## src/rtl/trk_pkg.sv

```systemverilog
package trk_pkg;

    // Width of an index able to name n distinct items (at least one bit).
    function automatic int idx_w(input int n);
        return (n > 1) ? $clog2(n) : 1;
    endfunction

    // Width of a counter able to hold the value n.
    function automatic int cnt_w(input int n);
        return $clog2(n + 1);
    endfunction

endpackage

```

## src/rtl/trk_slave_lane.sv

```systemverilog
module trk_slave_lane
    import trk_pkg::*;
#(
    parameter int NUM_MST = 3,
    parameter int DEPTH   = 8,
    localparam int MW     = idx_w(NUM_MST),
    localparam int CW     = cnt_w(DEPTH),
    localparam int QD     = NUM_MST * DEPTH,
    localparam int QAW    = idx_w(QD),
    localparam int QCW    = cnt_w(QD)
) (
    input  logic               clk,
    input  logic               rst_n,
    input  logic               push_valid,
    input  logic [MW-1:0]      push_mst,
    output logic               push_ready,
    input  logic               pop_valid,
    output logic               pop_err,
    output logic               owner_valid,
    output logic [MW-1:0]      owner_mst,
    output logic [NUM_MST-1:0] pair_full
);

    typedef struct packed {
        logic [QD-1:0][MW-1:0]      ord;
        logic [QAW-1:0]             head;
        logic [QAW-1:0]             tail;
        logic [QCW-1:0]             used;
        logic [NUM_MST-1:0][CW-1:0] occ;
    } lane_st_t;

    lane_st_t st_d, st_q;

    logic          idx_ok;
    logic          push_take;
    logic          pop_take;
    logic [MW-1:0] head_mst;

    assign head_mst    = st_q.ord[st_q.head];
    assign owner_valid = (st_q.used != '0);
    assign owner_mst   = head_mst;

    always_comb begin
        idx_ok     = (int'(push_mst) < NUM_MST);
        push_ready = 1'b0;
        if (idx_ok) begin
            push_ready = (st_q.occ[push_mst] != CW'(DEPTH));
        end
        push_take = push_valid && push_ready;
        pop_take  = pop_valid && owner_valid;
        pop_err   = pop_valid && !owner_valid;
    end

    always_comb begin
        st_d = st_q;
        if (pop_take) begin
            st_d.occ[head_mst] = st_d.occ[head_mst] - CW'(1);
            st_d.head = (st_q.head == QAW'(QD - 1)) ? '0 : st_q.head + QAW'(1);
        end
        if (push_take) begin
            st_d.occ[push_mst]  = st_d.occ[push_mst] + CW'(1);
            st_d.ord[st_q.tail] = push_mst;
            st_d.tail = (st_q.tail == QAW'(QD - 1)) ? '0 : st_q.tail + QAW'(1);
        end
        case ({push_take, pop_take})
            2'b10:   st_d.used = st_q.used + QCW'(1);
            2'b01:   st_d.used = st_q.used - QCW'(1);
            default: st_d.used = st_q.used;
        endcase
    end

    always_ff @(posedge clk or negedge rst_n) begin
        if (!rst_n) begin
            st_q <= '0;
        end else begin
            st_q <= st_d;
        end
    end

    for (genvar m = 0; m < NUM_MST; m++) begin : g_full
        assign pair_full[m] = (st_q.occ[m] == CW'(DEPTH));
    end

endmodule

```

## src/rtl/trk_channel.sv

```systemverilog
module trk_channel
    import trk_pkg::*;
#(
    parameter int NUM_MST = 3,
    parameter int NUM_SLV = 2,
    parameter int DEPTH   = 8,
    localparam int MW     = idx_w(NUM_MST)
) (
    input  logic                       clk,
    input  logic                       rst_n,
    input  logic [NUM_SLV-1:0]         push_valid,
    input  logic [NUM_SLV*MW-1:0]      push_mst,
    output logic [NUM_SLV-1:0]         push_ready,
    input  logic [NUM_SLV-1:0]         pop_valid,
    output logic [NUM_SLV-1:0]         pop_err,
    output logic [NUM_SLV-1:0]         owner_valid,
    output logic [NUM_SLV*MW-1:0]      owner_mst,
    output logic [NUM_MST*NUM_SLV-1:0] pair_full
);

    for (genvar s = 0; s < NUM_SLV; s++) begin : g_lane
        logic [NUM_MST-1:0] lane_full;

        trk_slave_lane #(
            .NUM_MST (NUM_MST),
            .DEPTH   (DEPTH)
        ) u_lane (
            .clk         (clk),
            .rst_n       (rst_n),
            .push_valid  (push_valid[s]),
            .push_mst    (push_mst[s*MW +: MW]),
            .push_ready  (push_ready[s]),
            .pop_valid   (pop_valid[s]),
            .pop_err     (pop_err[s]),
            .owner_valid (owner_valid[s]),
            .owner_mst   (owner_mst[s*MW +: MW]),
            .pair_full   (lane_full)
        );

        for (genvar m = 0; m < NUM_MST; m++) begin : g_map
            assign pair_full[m*NUM_SLV + s] = lane_full[m];
        end
    end

endmodule

```

## src/rtl/txn_route_tracker.sv

```systemverilog
module txn_route_tracker
    import trk_pkg::*;
#(
    parameter int NUM_MST = 3,
    parameter int NUM_SLV = 2,
    parameter int DEPTH   = 8,
    localparam int MW     = idx_w(NUM_MST)
) (
    input  logic                       clk,
    input  logic                       rst_n,
    input  logic [NUM_SLV-1:0]         rd_push_valid,
    input  logic [NUM_SLV*MW-1:0]      rd_push_mst,
    output logic [NUM_SLV-1:0]         rd_push_ready,
    input  logic [NUM_SLV-1:0]         rd_pop_valid,
    output logic [NUM_SLV-1:0]         rd_pop_err,
    output logic [NUM_SLV-1:0]         rd_owner_valid,
    output logic [NUM_SLV*MW-1:0]      rd_owner_mst,
    output logic [NUM_MST*NUM_SLV-1:0] rd_pair_full,
    input  logic [NUM_SLV-1:0]         wr_push_valid,
    input  logic [NUM_SLV*MW-1:0]      wr_push_mst,
    output logic [NUM_SLV-1:0]         wr_push_ready,
    input  logic [NUM_SLV-1:0]         wr_pop_valid,
    output logic [NUM_SLV-1:0]         wr_pop_err,
    output logic [NUM_SLV-1:0]         wr_owner_valid,
    output logic [NUM_SLV*MW-1:0]      wr_owner_mst,
    output logic [NUM_MST*NUM_SLV-1:0] wr_pair_full
);

    trk_channel #(
        .NUM_MST (NUM_MST),
        .NUM_SLV (NUM_SLV),
        .DEPTH   (DEPTH)
    ) u_rd (
        .clk         (clk),
        .rst_n       (rst_n),
        .push_valid  (rd_push_valid),
        .push_mst    (rd_push_mst),
        .push_ready  (rd_push_ready),
        .pop_valid   (rd_pop_valid),
        .pop_err     (rd_pop_err),
        .owner_valid (rd_owner_valid),
        .owner_mst   (rd_owner_mst),
        .pair_full   (rd_pair_full)
    );

    trk_channel #(
        .NUM_MST (NUM_MST),
        .NUM_SLV (NUM_SLV),
        .DEPTH   (DEPTH)
    ) u_wr (
        .clk         (clk),
        .rst_n       (rst_n),
        .push_valid  (wr_push_valid),
        .push_mst    (wr_push_mst),
        .push_ready  (wr_push_ready),
        .pop_valid   (wr_pop_valid),
        .pop_err     (wr_pop_err),
        .owner_valid (wr_owner_valid),
        .owner_mst   (wr_owner_mst),
        .pair_full   (wr_pair_full)
    );

endmodule

```

## config.mk

```make
export PLATFORM = sky130hd
export DESIGN_NAME = txn_route_tracker
export DESIGN_NICKNAME = d
export VERILOG_FILES = /design/src/rtl/trk_pkg.sv /design/src/rtl/trk_slave_lane.sv /design/src/rtl/trk_channel.sv /design/src/rtl/txn_route_tracker.sv
export SDC_FILE = /design/constraint.sdc
export NUM_CORES = 1
export LEC_CHECK = 0
export BUFFER_PORTS_ARGS = -buffer_cell sky130_fd_sc_hd__buf_4
export CAP_MARGIN = 40
export CORE_MARGIN = 3
export CORE_UTILIZATION = 46
export CTS_CLUSTER_DIAMETER = 150
export DETAILED_ROUTE_END_ITERATION = 16
export PLACE_DENSITY_LB_ADDON = 0.25
export SLEW_MARGIN = 20
export SYNTH_ARGS = -nofsm -noshare
export SYNTH_HDL_FRONTEND = slang
export SYNTH_HIERARCHICAL = 1
export SYNTH_SLANG_ARGS = --single-unit
```

## constraint.sdc

```tcl
create_clock -name clk -period 5.2 [get_ports clk]
set_input_delay 1.3 -clock clk [delete_from_list [all_inputs] [get_ports clk]]
set_output_delay 1.3 -clock clk [all_outputs]
set_load 0.05 [all_outputs]
```

==> results of run 1 <==
-- worst max-delay path by stage --
stage | startpoint | end | slack, ns | depth (start not counted)
final | u_wr/g_lane[0].u_lane/st_q[22] | wr_owner_mst[1] | 0.87 | 7
after global routing | u_wr/g_lane[0].u_lane/st_q[22] | wr_owner_mst[1] | 0.67 | 7
after CTS | u_rd/g_lane[1].u_lane/st_q[22] | rd_owner_mst[3] | 0.82 | 7
after detailed placement | wr_push_mst[1] | u_wr/g_lane[0].u_lane/st_q[16] | 0.76 | 16
after global placement | wr_push_mst[1] | u_wr/g_lane[0].u_lane/st_q[16] | 0.85 | 16
after floorplan | u_rd/g_lane[1].u_lane/st_q[0] | u_rd/g_lane[1].u_lane/st_q[16] | 0.87 | 16
-- stage by stage --
stage | total power, W | hold WS, ns | std cells | cell area [um2]
after global placement | 0.0104 | 0.456 | 2163 | 17800
after global routing | 0.0142 | 0.479 | 2226 | 19100
final | 0.0132 | 0.467 | 2226 | 19100
after floorplan | 0.00915 | 0.437 | 1718 | 17200
after CTS | 0.0133 | 0.472 | 2226 | 19100
after detailed placement | 0.0106 | 0.457 | 2163 | 17800
-- metal layers --
layer  wire, um  global-route usage [%]
met1      18000                    27.5
met2      17900                    32.2
met3       1640                    2.75
met4        629                    4.82
met5          0                       0
-- critical path, stage by stage (launching register included) --
cell     delay [ns]
dfrtp_1        0.82
mux4_2         0.62
mux2_2         0.29
and2_1         0.18
nor3_2         0.10
buf_4          0.21
inv_2          0.10
buf_4          0.20
-- final cells by class --
| class | instances | area, um2 |
|---|---|---|
| repair buffers | 68 | 543 |
| clock buffers | 50 | 1050 |
| inverters | 52 | 203 |
| clock inverters | 13 | 174 |
| multi-input cells | 1275 | 8990 |
| flip-flops and latches | 300 | 7510 |
| well taps | 468 | 586 |
| fillers | 3270 | 17600 |
-- logic make-up (layout without fill, tap and decap cells) --
kind of cell | Yosys count | after routing | share of synthesized area (%)
AO/OA/AOI/OAI | 302 | 302 | 11.2
XOR/XNOR | 72 | 72 | 3.67
adder cells (fa/ha/maj) | 45 | 45 | 3.45
buffers and inverters | 143 | 183 | 3.93
flip-flops | 300 | 300 | 43.7
multiplexers | 234 | 234 | 16.0
AND/OR/NAND/NOR | 622 | 622 | 18.0
-- cell usage after synthesis, drive strengths merged (7+ instances only) --
library cell  number  share of area [%]
a31oi              7               0.26
nor3              33                1.0
mux2i            101                6.0
buf               27                1.2
nor2              65                1.5
clkbuf            64                1.5
mux4              19                2.6
and2              29                1.1
xnor2             32                1.6
dfrtp            300                 44
a211oi             9               0.55
nor2b             16               0.58
nand4             19               0.78
nor3b             22                1.0
or2                9               0.34
nor4b             11               0.56
inv               46                1.0
nand3             52                1.6
ha                41                3.0
nand2b            15               0.59
a21oi             52                1.5
mux2             114                7.5
o31ai             14               0.61
a21o              17               0.74
and3b              9               0.46
xor2              40                2.0
nand2            304                6.7
o21ai            143                4.2
-- sequential cells by signal, summed over array words and instances, names as in the netlist --
name                     cells
u_rd/g_lane.u_lane/st_q    150
u_wr/g_lane.u_lane/st_q    150
-- power groups by stage --
stage               sequential [W]  clock, W  combinational, W
global placement           0.00438         0           0.00603
global route               0.00455   0.00276           0.00685
finish                     0.00439   0.00259           0.00621
floorplan                  0.00390         0           0.00525
detailed placement         0.00440         0           0.00619
CTS                        0.00438   0.00267           0.00620
==> metrics.cfg, run 1 <==
[timing]
worst_slack_ns = 0.869
fmax_ghz = 0.231
min_period_ns = 4.33
final_hold_viol_count = 0
maxSlewHeadroom_pct = 41.4
tightest_slew_ns = 0.879
rsz0062_at_grt = no
final.setup.tns_ns = 0
skew_ns = 0.0145
slew_viol_final = 0
min_period_over_period_pct = 83.3
setup_viol = 0

[clock_tree]
cts-resized-gates = 0
ctsLongestPathBuffers = 3
clk_pin_slew_ns = 0.06
clock_sinks = 300
htree_levels = 2
cts_hold_buf = 0
cts_buffers = 36
post_cts_buffers = 0
cts_tree = built
cts-root-buf = clkbuf_16
clk_latency_ns = 0.52

[setup_path]
cp_max_fo = 17
reg2reg_depth = 15
rr_endpoint = u_wr/g_lane[1].u_lane/st_q[5]
cp.arrival_ns = 3.03
setup.worst_path.start_class = flop
worstSetupEndpointType = primary output
r2r_start = u_wr/g_lane[1].u_lane/st_q[23]
rrSetupSlack_ns = 1.01
cp.required_ns = 3.90
critical_path_class = flop to primary output

[cells_and_area]
mostFrequentLayoutCell = nand2_1
insertedDiodeCount = 0
final_util_pct = 51.9
drive_gt1_share_pct = 16.3
final_cell_mix = nand2_1 (303), dfrtp_1 (300), o21ai_0 (139)
area.growth.synth_to_final_pct = 11.0
fin_nets = 1796

[detailed_routing]
drt_iter0_drc = 730
drt_pre_antenna_iters = 5
totalWireLength_um = 38200
viasPerCell = 5.64
wl_per_cell_um = 17.2
drc = 0
vias = 12551
ant_nets = 0

[logic_synthesis]
synthDistinctLibCells = 92
synth_area_per_cell_um2 = 9.99
synthCells = 1718
synth-edff-count = 0
yosys_warnings = 6
synth-seq-area-share_pct = 43.7
synth_nets = 1781
netlist_area_um2 = 17200
ys_seq_elements = 300
synthArstFlopShare_pct = 100
synthFlopType = dfrtp_1

[power]
pwr-share-clk_pct = 19.6
p_int_w = 0.00760
p_per_area_nw_per_um2 = 692
p_sw_w = 0.00560
p_comb_share_pct = 47.0
ir_worst_vdd_uv = 683
leakagePower_nw = 8.57
seqPwrFrac_pct = 33.3
switching_share_pct = 42.4

[floorplan]
rows = 70
fp.dieW_um = 199
core_area_um2 = 36700
die_h_um = 199
dieArea_um2 = 39700
ioPinCount = 50
start_util_pct = 46.8

[placed_design]
hpwl_um = 26100
io_buffer_count = 49
place_congestion = 0.853
dpl_worst_slack_ns = 0.756

[hold_path]
hold_depth = 1
hold_end = u_rd/g_lane[0].u_lane/st_q[16]
hold_path_startpoint = u_rd/g_lane[0].u_lane/st_q[16]
worstHoldPathType = flop to flop

[global_route]
grt_pass1_vias = 12616
antenna_found_initial = 0
grt_pass1_wl_um = 64600
gr-total-overflow = 0
grt.total_usage_pct = 19.6
grt_max_degree = 108

[job]
maxCapViolCount = 0

[run_status]
outcome = completed

Note: power is estimated with default switching activity, not from simulation.
==> run 2, diff against run 1 <==
==> constraint.sdc (replaced) <==
create_clock -name clk -period 4 [get_ports clk]
set_input_delay 1 -clock clk [delete_from_list [all_inputs] [get_ports clk]]
set_output_delay 1 -clock clk [all_outputs]
set_load 0.05 [all_outputs]
==> metrics.cfg, run 2 (synthesis gave the netlist of run 1 again) <==
[setup_path]
critPathMaxStageDelay_ns = 0.72  ; was 0.82 ns
cp.required_ns = 3.00  ; was 3.90 ns
crit_top_cell = buf_4  ; unchanged
cp.arrival_ns = 2.74  ; was 3.03 ns
crit_buf_inv = 3  ; unchanged
rrSetupSlack_ns = 0.31  ; was 1.01 ns
setup.worst_path.start_class = flop  ; unchanged
critical-path-top-delay-family = flip-flops  ; was multiplexers
critical_path_class = flop to primary output  ; unchanged
crit_chain = buf_4 > mux2i_1 > a21oi_1 > and4_1 > nor3_2 > inv_2 > buf_4  ; was mux4_2 > mux2_2 > and2_1 > nor3_2 > buf_4 > inv_2 > buf_4
worstSetupEndpointType = primary output  ; unchanged
crit_slowest_cell = dfrtp_1  ; unchanged
cp_max_fo = 13  ; was 17

[detailed_routing]
vias = 12644  ; was 12551
drc = 0  ; unchanged
totalWireLength_um = 38700  ; was 38200 um
viasPerCell = 5.64  ; about the same
drt_pre_antenna_iters = 5  ; unchanged
drt_iter0_drc = 859  ; was 730
ant_nets = 0  ; unchanged
wl_per_cell_um = 17.2  ; about the same

[clock_tree]
ctsLongestPathBuffers = 3  ; unchanged
clock_sinks = 300  ; unchanged
clk_pin_slew_ns = 0.06  ; about the same
clk_latency_ns = 0.51  ; was 0.52 ns
cts_tree = built  ; unchanged
cts-root-buf = clkbuf_16  ; unchanged
cts_hold_buf = 0  ; unchanged
cts_buffers = 35  ; was 36
htree_levels = 2  ; unchanged

[timing]
final_hold_viol_count = 0  ; unchanged
maxSlewHeadroom_pct = 53.1  ; was 41.4%
slew_viol_final = 0  ; unchanged
final.setup.tns_ns = 0  ; unchanged
tightest_slew_ns = 0.698  ; was 0.879 ns
min_period_over_period_pct = 93.4
skew_ns = 0.0170  ; was 0.0145 ns
fin_hold_ws_ns = 0.468  ; was 0.467 ns
fmax_ghz = 0.268
min_period_ns = 3.74
setup_viol = 0  ; unchanged
rsz0062_at_grt = no  ; unchanged

[global_route]
grt_pass1_wl_um = 64600  ; about the same
antenna_found_initial = 0  ; unchanged
grt_pass1_vias = 12638  ; was 12616
gr-total-overflow = 0  ; unchanged
grt_max_degree = 80  ; was 108
grt.total_usage_pct = 19.7  ; was 19.6%

[placed_design]
placed_cell_area_um2 = 18100  ; was 17800 um2
hpwl_um = 26800  ; was 26100 um
place_congestion = 0.914  ; was 0.853
io_buffer_count = 49  ; unchanged

[cells_and_area]
insertedDiodeCount = 0  ; unchanged
final_util_pct = 52.6  ; was 51.9%
final_cell_mix = nand2_1 (303), dfrtp_1 (298), o21ai_0 (139)  ; was nand2_1 (303), dfrtp_1 (300), o21ai_0 (139)
fillers = 3195  ; was 3270
fin_nets = 1815  ; was 1796
drive_gt1_share_pct = 17.9  ; was 16.3%
mostFrequentLayoutCell = nand2_1  ; unchanged
reg_top3 = u_rd/g_lane.u_lane/st_q x150, u_wr/g_lane.u_lane/st_q x150  ; unchanged
final_cell_area_um2 = 19300  ; was 19100 um2
area.growth.synth_to_final_pct = 12.3  ; was 11.0%

[power]
p_per_area_nw_per_um2 = 904  ; was 692 nW/um2
leakagePower_nw = 8.68  ; was 8.57 nW
total_power_w = 0.0174  ; was 0.0132 W
ir_worst_vdd_uv = 541  ; was 683 uV

[floorplan]
start_util_pct = 46.8  ; unchanged
rows = 70  ; unchanged
fp.dieW_um = 199  ; unchanged
die_h_um = 199  ; unchanged
dieArea_um2 = 39700  ; unchanged
core_area_um2 = 36700  ; unchanged
ioPinCount = 50  ; unchanged

[job]
maxCapViolCount = 0  ; unchanged

[hold_path]
worstHoldPathType = flop to flop  ; unchanged

[run_status]
outcome = completed  ; unchanged

-- run 2: cell types whose count changed in the layout (fill, tap and decap cells not counted), sizes merged --
cell,previous run,this run
buf,68,88
bufinv,4,5
clkbuf,50,46
clkinv,13,12
inv,46,47
-- run 2: metal layers --
layer / share of wire, % / wire (um) / track usage [%] / vias to the layer above
met2: 48 / 18400 / 33.1 / 234
met4: 1.7 / 644 / 4.71 / 0
met1: 47 / 18200 / 27.2 / 6218
met3: 3.7 / 1420 / 2.80 / 53
met5: 0 / 0 / 0 / -
li1: - / - / - / 6139
-- run 2: path summary, 6_finish.rpt --
check | cells past startpoint | from | to
max in group asynchronous | 2 | rst_n | u_rd/g_lane[0].u_lane/st_q[61]
worst max register to register | 11 | u_wr/g_lane[0].u_lane/st_q[22] | u_wr/g_lane[0].u_lane/st_q[10]
worst min register to register | 1 | u_wr/g_lane[1].u_lane/st_q[16] | u_wr/g_lane[1].u_lane/st_q[16]
worst max-delay path | 7 | u_rd/g_lane[1].u_lane/st_q[23] | rd_owner_mst[3]
worst min-delay path | 1 | u_wr/g_lane[1].u_lane/st_q[16] | u_wr/g_lane[1].u_lane/st_q[16]
min in group asynchronous | 1 | rst_n | u_rd/g_lane[1].u_lane/st_q[3]
-- run 2: through the flow --
step,setup slack (ns),instances
CTS,0.148,2243
floorplan,0.351,1718
finish,0.265,2243
global route,0.0445,2243
detailed placement,0.227,2183
global placement,0.329,2183
-- run 2: final cells by class --
cell class | count | area, um2 | area share [%]
multi-input combinational | 1275 | 9060 | 47.0
sequential | 300 | 7510 | 38.9
clock buffer | 46 | 1010 | 5.23
timing repair buffer | 88 | 706 | 3.66
tap | 468 | 586 | 3.04
clock inverter | 14 | 219 | 1.14
inverter | 52 | 203 | 1.05
-- run 2: report_power, final --
group	internal [W]	switching, W
combinational	0.00364	0.00475
sequential	0.00434	0.00134
clock	0.00211	0.00127
-- run 2: what timing repair did --
| action | CTS | global route |
|---|---|---|
| buffers inserted | 0 | 0 |
| resized for setup | 0 | 2 |
| endpoints found under the setup margin | 0 | 9 |
